===== src/rtl/pwm_phase_pkg.sv =====
package pwm_phase_pkg;

    // Controller states
    typedef enum logic [0:0] {
        ST_OFF = 1'b0,
        ST_RUN = 1'b1
    } gen_state_e;

    // Global register word addresses
    localparam int REG_VERSION = 0;
    localparam int REG_CTRL    = 1;
    localparam int REG_LOAD    = 2;

    // Channel window: base + 4*channel + slot
    localparam int CH_BASE     = 16;
    localparam int SLOT_PERIOD = 0;
    localparam int SLOT_DUTY   = 1;
    localparam int SLOT_OFFSET = 2;

    // Identification word: major [23:16], minor [15:8], patch [7:0]
    localparam logic [31:0] VERSION_WORD = 32'h0002_0100;

endpackage


===== src/rtl/pwm_ctrl_fsm.sv =====
module pwm_ctrl_fsm
    import pwm_phase_pkg::*;
(
    input  logic       clk,
    input  logic       rst_n,
    input  logic       ctrl_wr,
    input  logic       ctrl_val,
    output gen_state_e state_o,
    output logic       run_o
);

    gen_state_e state_q, state_d;

    // next-state decode
    always_comb begin
        state_d = state_q;
        unique case (state_q)
            ST_OFF: if (ctrl_wr && ctrl_val)  state_d = ST_RUN;   // start
            ST_RUN: if (ctrl_wr && !ctrl_val) state_d = ST_OFF;   // stop
            default: state_d = ST_OFF;
        endcase
    end

    // state register
    always_ff @(posedge clk or negedge rst_n) begin
        if (!rst_n) state_q <= ST_OFF;
        else        state_q <= state_d;
    end

    // outputs
    always_comb begin
        state_o = state_q;
        run_o   = (state_q == ST_RUN);
    end

endmodule


===== src/rtl/pwm_regs.sv =====
module pwm_regs
    import pwm_phase_pkg::*;
#(
    parameter int NUM_CH = 4,
    parameter int CNT_W  = 32,
    parameter int ADDR_W = 8,
    parameter int DATA_W = 32
) (
    input  logic                           clk,
    input  logic                           rst_n,
    input  logic                           bus_wr,
    input  logic                           bus_rd,
    input  logic [ADDR_W-1:0]              bus_addr,
    input  logic [DATA_W-1:0]              bus_wdata,
    output logic [DATA_W-1:0]              bus_rdata,
    input  logic                           run_i,
    output logic [NUM_CH-1:0][CNT_W-1:0]   shd_per,
    output logic [NUM_CH-1:0][CNT_W-1:0]   shd_duty,
    output logic [NUM_CH-1:0][CNT_W-1:0]   shd_off,
    output logic                           ctrl_wr,
    output logic                           ctrl_val,
    output logic                           load_o
);

    localparam int                IDX_W   = ADDR_W - 2;
    localparam logic [ADDR_W-1:0] A_VER   = ADDR_W'(REG_VERSION);
    localparam logic [ADDR_W-1:0] A_CTRL  = ADDR_W'(REG_CTRL);
    localparam logic [ADDR_W-1:0] A_LOAD  = ADDR_W'(REG_LOAD);
    localparam logic [ADDR_W-1:0] A_BASE  = ADDR_W'(CH_BASE);
    localparam logic [IDX_W-1:0]  N_CH    = IDX_W'(NUM_CH);

    logic [ADDR_W-1:0] rel;
    logic [IDX_W-1:0]  ch_idx;
    logic [1:0]        slot;
    logic              in_ch;
    logic [DATA_W-1:0] rd_next;

    // address decode
    always_comb begin
        rel    = bus_addr - A_BASE;
        ch_idx = rel[ADDR_W-1:2];
        slot   = rel[1:0];
        in_ch  = (bus_addr >= A_BASE) && (ch_idx < N_CH) && (slot != 2'd3);
    end

    assign ctrl_wr  = bus_wr && (bus_addr == A_CTRL);
    assign ctrl_val = bus_wdata[0];
    assign load_o   = bus_wr && (bus_addr == A_LOAD);

    // shadow storage, one bank per channel
    for (genvar c = 0; c < NUM_CH; c++) begin : g_shadow
        localparam logic [IDX_W-1:0] MY_IDX = IDX_W'(c);
        logic hit;
        assign hit = bus_wr && in_ch && (ch_idx == MY_IDX);

        always_ff @(posedge clk or negedge rst_n) begin
            if (!rst_n) begin
                shd_per[c]  <= '0;
                shd_duty[c] <= '0;
                shd_off[c]  <= '0;
            end else if (hit) begin
                unique case (slot)
                    2'(SLOT_PERIOD): shd_per[c]  <= bus_wdata[CNT_W-1:0];
                    2'(SLOT_DUTY):   shd_duty[c] <= bus_wdata[CNT_W-1:0];
                    2'(SLOT_OFFSET): shd_off[c]  <= bus_wdata[CNT_W-1:0];
                    default: ;
                endcase
            end
        end
    end

    // read multiplexer
    always_comb begin
        rd_next = '0;
        if (bus_addr == A_VER) begin
            rd_next = DATA_W'(VERSION_WORD);
        end else if (bus_addr == A_CTRL) begin
            rd_next = DATA_W'(run_i);
        end else if (in_ch) begin
            for (int c = 0; c < NUM_CH; c++) begin
                if (ch_idx == IDX_W'(c)) begin
                    unique case (slot)
                        2'(SLOT_PERIOD): rd_next = DATA_W'(shd_per[c]);
                        2'(SLOT_DUTY):   rd_next = DATA_W'(shd_duty[c]);
                        2'(SLOT_OFFSET): rd_next = DATA_W'(shd_off[c]);
                        default:         rd_next = '0;
                    endcase
                end
            end
        end
    end

    always_ff @(posedge clk or negedge rst_n) begin
        if (!rst_n)      bus_rdata <= '0;
        else if (bus_rd) bus_rdata <= rd_next;
    end

endmodule


===== src/rtl/pwm_chan.sv =====
module pwm_chan #(
    parameter int CNT_W = 32
) (
    input  logic             clk,
    input  logic             rst_n,
    input  logic             run,
    input  logic             load,
    input  logic [CNT_W-1:0] shd_per,
    input  logic [CNT_W-1:0] shd_duty,
    input  logic [CNT_W-1:0] shd_off,
    output logic [CNT_W-1:0] cnt_o,
    output logic [CNT_W-1:0] act_per_o,
    output logic [CNT_W-1:0] act_duty_o,
    output logic [CNT_W-1:0] act_off_o,
    output logic             pwm_o
);

    localparam logic [CNT_W-1:0] ONE = CNT_W'(1);

    logic [CNT_W-1:0] cnt_q, per_q, duty_q, off_q;
    logic [CNT_W-1:0] per_eff, duty_eff;
    logic             at_end, in_win;

    // effective limits
    always_comb begin
        per_eff  = (per_q == '0) ? ONE : per_q;
        duty_eff = (duty_q > per_eff) ? per_eff : duty_q;
        at_end   = (cnt_q >= per_eff - ONE);
        in_win   = (cnt_q >= off_q) && ((cnt_q - off_q) < duty_eff);
    end

    // working registers and period counter
    always_ff @(posedge clk or negedge rst_n) begin
        if (!rst_n) begin
            cnt_q  <= '0;
            per_q  <= '0;
            duty_q <= '0;
            off_q  <= '0;
        end else begin
            if (load) begin
                per_q  <= shd_per;
                duty_q <= shd_duty;
                off_q  <= shd_off;
                cnt_q  <= '0;
            end else if (run) begin
                cnt_q  <= at_end ? '0 : cnt_q + ONE;
            end else begin
                cnt_q  <= '0;
            end
        end
    end

    assign pwm_o      = run && in_win;
    assign cnt_o      = cnt_q;
    assign act_per_o  = per_q;
    assign act_duty_o = duty_q;
    assign act_off_o  = off_q;

endmodule


===== src/rtl/pwm_phase_gen.sv =====
module pwm_phase_gen
    import pwm_phase_pkg::*;
#(
    parameter int NUM_CH = 4,
    parameter int CNT_W  = 32,
    parameter int ADDR_W = 8,
    parameter int DATA_W = 32
) (
    input  logic              clk,
    input  logic              rst_n,
    input  logic              bus_wr,
    input  logic              bus_rd,
    input  logic [ADDR_W-1:0] bus_addr,
    input  logic [DATA_W-1:0] bus_wdata,
    output logic [DATA_W-1:0] bus_rdata,
    output logic [NUM_CH-1:0] pwm_out
);

    logic [NUM_CH-1:0][CNT_W-1:0] shd_per, shd_duty, shd_off;
    logic [NUM_CH-1:0][CNT_W-1:0] cnt, act_per, act_duty, act_off;
    logic                         ctrl_wr, ctrl_val, load, run;
    gen_state_e                   state;

    pwm_regs #(
        .NUM_CH (NUM_CH),
        .CNT_W  (CNT_W),
        .ADDR_W (ADDR_W),
        .DATA_W (DATA_W)
    ) u_regs (
        .clk       (clk),
        .rst_n     (rst_n),
        .bus_wr    (bus_wr),
        .bus_rd    (bus_rd),
        .bus_addr  (bus_addr),
        .bus_wdata (bus_wdata),
        .bus_rdata (bus_rdata),
        .run_i     (run),
        .shd_per   (shd_per),
        .shd_duty  (shd_duty),
        .shd_off   (shd_off),
        .ctrl_wr   (ctrl_wr),
        .ctrl_val  (ctrl_val),
        .load_o    (load)
    );

    pwm_ctrl_fsm u_fsm (
        .clk      (clk),
        .rst_n    (rst_n),
        .ctrl_wr  (ctrl_wr),
        .ctrl_val (ctrl_val),
        .state_o  (state),
        .run_o    (run)
    );

    for (genvar c = 0; c < NUM_CH; c++) begin : g_ch
        pwm_chan #(.CNT_W(CNT_W)) u_chan (
            .clk        (clk),
            .rst_n      (rst_n),
            .run        (run),
            .load       (load),
            .shd_per    (shd_per[c]),
            .shd_duty   (shd_duty[c]),
            .shd_off    (shd_off[c]),
            .cnt_o      (cnt[c]),
            .act_per_o  (act_per[c]),
            .act_duty_o (act_duty[c]),
            .act_off_o  (act_off[c]),
            .pwm_o      (pwm_out[c])
        );
    end

endmodule


===== config.mk =====
export PLATFORM = sky130hd
export DESIGN_NAME = pwm_phase_gen
export DESIGN_NICKNAME = d
export VERILOG_FILES = /design/src/rtl/pwm_phase_pkg.sv /design/src/rtl/pwm_ctrl_fsm.sv /design/src/rtl/pwm_regs.sv /design/src/rtl/pwm_chan.sv /design/src/rtl/pwm_phase_gen.sv
export SDC_FILE = /design/constraint.sdc
export NUM_CORES = 2
export LEC_CHECK = 0
export BUFFER_PORTS_ARGS = -buffer_cell sky130_fd_sc_hd__buf_2
export CAP_MARGIN = 30
export CORE_MARGIN = 4
export CORE_UTILIZATION = 51
export CTS_BUF_LIST = sky130_fd_sc_hd__clkbuf_16
export CTS_CLUSTER_DIAMETER = 60
export CTS_CLUSTER_SIZE = 40
export DETAILED_ROUTE_END_ITERATION = 10
export HOLD_SLACK_MARGIN = 0.12
export PLACE_DENSITY = 0.67
export SYNTH_ARGS = -nofsm -noshare
export SYNTH_HDL_FRONTEND = slang
export SYNTH_HIERARCHICAL = 1
export SYNTH_SLANG_ARGS = --single-unit

===== constraint.sdc =====
create_clock -name clk -period 5.8 [get_ports clk]
set_input_delay 0.29 -clock clk [delete_from_list [all_inputs] [get_ports clk]]
set_output_delay 0.29 -clock clk [all_outputs]
set_load 0.005 [all_outputs]

==> impl_results.md <==
- Gate count after technology mapping: 6010
- Placeable Area: 0.113 mm²
- Max VDD drop: 0.211 mV
- Share of layout cells above drive strength 1: 18.0%
- Syn Std Cell Area: 0.0583 mm²
- Startpoint types: flip-flop
- Placed Cells: 7423
- Clk sinks: 929
- Grt total ovfl: 0
- Slew Viols, Final: 0
- Clock share of power: 43.4%
- Crit path required time: 5.51 ns
- CTS tree: done
- # setup viols final: 3
- Area of the multi-input gates: 0.0332 mm²
- Drt wl/cell: 24.0 µm
- Worst EP arrival: 5.85 ns
- Vias: 47100
- Max Cap Viol: 0
- CTS Root Cell: clkbuf_16
- Reg clk slew, reported paths: 0.07 ns
- Crit-path most repeated cell: or4_4
- IO buf count: 79
- Rows: 123
- Family with the most delay on the worst path: compound AO/OA/AOI/OAI gates
- Crit Path Max Fanout: 15
- Max-slew headroom at the worst pin: 28.6%
- F_max: 163 MHz
- P_int: 10700 µW
- Die area: 0.120 mm²
- DRC viols: 0
- Type of the worst setup path: flip-flop to primary output
- Layout Area Growth over Synthesis: 12.1%
- Later-pin clock latency in the skew report: 0.72 ns
- Overall Global Routing Usage: 29.7%
- Worst clock skew: 0.0356 ns
- First-pass GRT wire length: 278000 µm
- Reg area: 0.0233 mm²
- Num ports: 80
- Worst setup margin: -0.343 ns
- Reg power frac: 44.9%
- Pin count of the biggest net entering global routing: 192
- Num CTS Buffers: 93
- Non-filler cells, final: 7690
- Nets@finish: 6663
- H-tree lvl count: 3
- Final WL: 185000 µm
- Yosys warning total: 6
- Remaining antenna violation count after routing: 0
- Worst Path Buf+Inv: 4
- Starting Density: 51.6%
- Initial antenna violation count: 26
- DP HPWL: 136000 µm
- Worst Hold Class: input pin to flip-flop
- Leakage power: 0.0330 µW
- Slowest-stage cell, CP: or4_4
- RSZ-0062 raised after global routing: true
- Crit path cell chain: or4_4 > or4_4 > or4_4 > o21bai_4 > ha_2 > nor2b_1 > o211ai_1 > a21oi_1 > o31a_1 > o21ai_4 > buf_12 > buf_12 > nor2_1 > a21oi_1 > ha_1 > a21o_1 > a21o_1 > a221oi_2 > nor3_1 > nor3_1 > o211ai_1 > a41oi_1 > buf_4 > buf_6
- Failing checks: negative setup slack
- Total power density per cell area: 231 mW/mm²
- Vias in the first global route: 45100
- Final Hold Viols: 0
- Ratio of final minimum period to clock period: 106%
- CTS Buffer Depth: 3
- Vias per Instance: 6.12
- Chip width: 346 µm
- Fillers: 9750
- Post-Syn Nets: 6574
- Pre-antenna DRT Iters: 5
- Outcome: finished with violations
- 1st-iter DRT viols: 4633
- GP Congestion: 0.956
- Syn avg cell area: 9.70 µm²
- Die H: 346 µm
- Combinational share of power: 11.7%
- Slew of the pin with the lowest slew margin: 1.07 ns
- Switching Share: 29.1%
- Net Sw Power: 4410 µW
- Slowest stage delay, CP: 0.54 ns
- Setup crit end kind: primary output
- Pre-CTS WS: 0.0559 ns
- Min Tclk post-route: 6.14 ns
sequential cells by signal (all words and copies together), names as in the netlist, named ones only:
signal and count:
u_regs/shd_duty 128, g_ch.u_chan/act_off_o 128, g_ch.u_chan/act_per_o 128, g_ch.u_chan/act_duty_o 128, u_regs/shd_off 128, g_ch.u_chan/cnt_o 128
u_regs/bus_rdata 32, u_regs/shd_per 128
routing by layer:
metal / global-route usage (%) / up-vias / part of all wire (%)
met4: 11.6 / 10 / 4.4
met3: 5.30 / 347 / 7.8
met5: 0 / - / 0.031
met2: 44.7 / 1667 / 44
li1: - / 21600 / -
met1: 42.9 / 23400 / 44
through the flow:
stage                     utilization, %  hold WS [ns]  total power [µW]  setup TNS (ns)  cell area, µm²
after floorplan                        -      -0.00559              7880               0           58300
after global placement              53.6         0.420              8510               0           60500
after detailed placement            53.6         0.404              8540               0           60500
after CTS                           57.2         0.135             15100          -0.659           64600
after global routing                57.8         0.146             15600           -1.89           65300
final                               57.8         0.170             15100          -0.592           65300
cells in the final DEF (no fill, tap or decap), types with 28 or more instances in the layout:
master     instances
dfrtp_1          924
ha_1             514
mux2_2           499
nor2_1           460
nand2_1          445
a21oi_1          399
o21ai_0          389
inv_1            358
xnor2_1          237
a21o_1           170
buf_4            167
nand4_1          112
nor3_1           102
nand3_1           99
clkbuf_16         98
nor2b_1           97
xor2_1            94
a211o_1           91
buf_2             74
mux2i_1           65
and3_1            49
nand2b_1          48
a2111oi_0         38
o21a_1            36
a21oi_2           34
o22ai_1           32
a32oi_1           28
area by class of cell:
type	instances	area share [%]
inverters	357	2.05
repair buffers	278	3.48
multi-input cells	4440	50.8
clock buffers	94	3.60
diodes	11	0.0421
clock inverters	81	1.53
flip-flops and latches	929	35.6
well taps	1500	2.87
path summary, 6_finish.rpt:
check                                                                to                                startpoint  cells after the start  slack, ns
worst min register to register         u_regs/bus_rdata[29]$_DFFE_PN0P_          u_regs/bus_rdata[29]$_DFFE_PN0P_                      1       0.49
worst max register to register        g_ch[3].u_chan/cnt_o[3]$_DFF_PN0_  g_ch[3].u_chan/act_per_o[12]$_DFFE_PN0P_                     27       0.16
worst max-delay path                                         pwm_out[1]   g_ch[1].u_chan/act_per_o[5]$_DFFE_PN0P_                     24      -0.34
max in group asynchronous       g_ch[3].u_chan/act_per_o[2]$_DFFE_PN0P_                                     rst_n                      4       4.00
min in group asynchronous             g_ch[0].u_chan/cnt_o[7]$_DFF_PN0_                                     rst_n                      2       0.24
worst min-delay path                   u_regs/bus_rdata[31]$_DFFE_PN0P_                                    bus_rd                      3       0.17
power by group through the flow:
stage	sequential [µW]	combinational (µW)	clock [µW]
finish	6790	1760	6570
global route	6810	1930	6900
CTS	6790	1690	6660
detailed placement	6910	1640	0
global placement	6900	1610	0
floorplan	6870	1000	0
worst min-delay path, stage by stage:
cell and delay [ns]:
buf_2 0.21, o21ai_0 0.18, a211o_1 0.14
what timing repair did:
item / CTS / global route
setup endpoints to repair: 4 / 68
gates resized for setup: 66 / 100
setup buffers: 48 / 26
hold buffers: 2 / 0
pin swaps: 39 / 53
hold endpoints to repair: 97 / 0
gates cloned: 1 / 5
(Power assumes the default switching activity.)
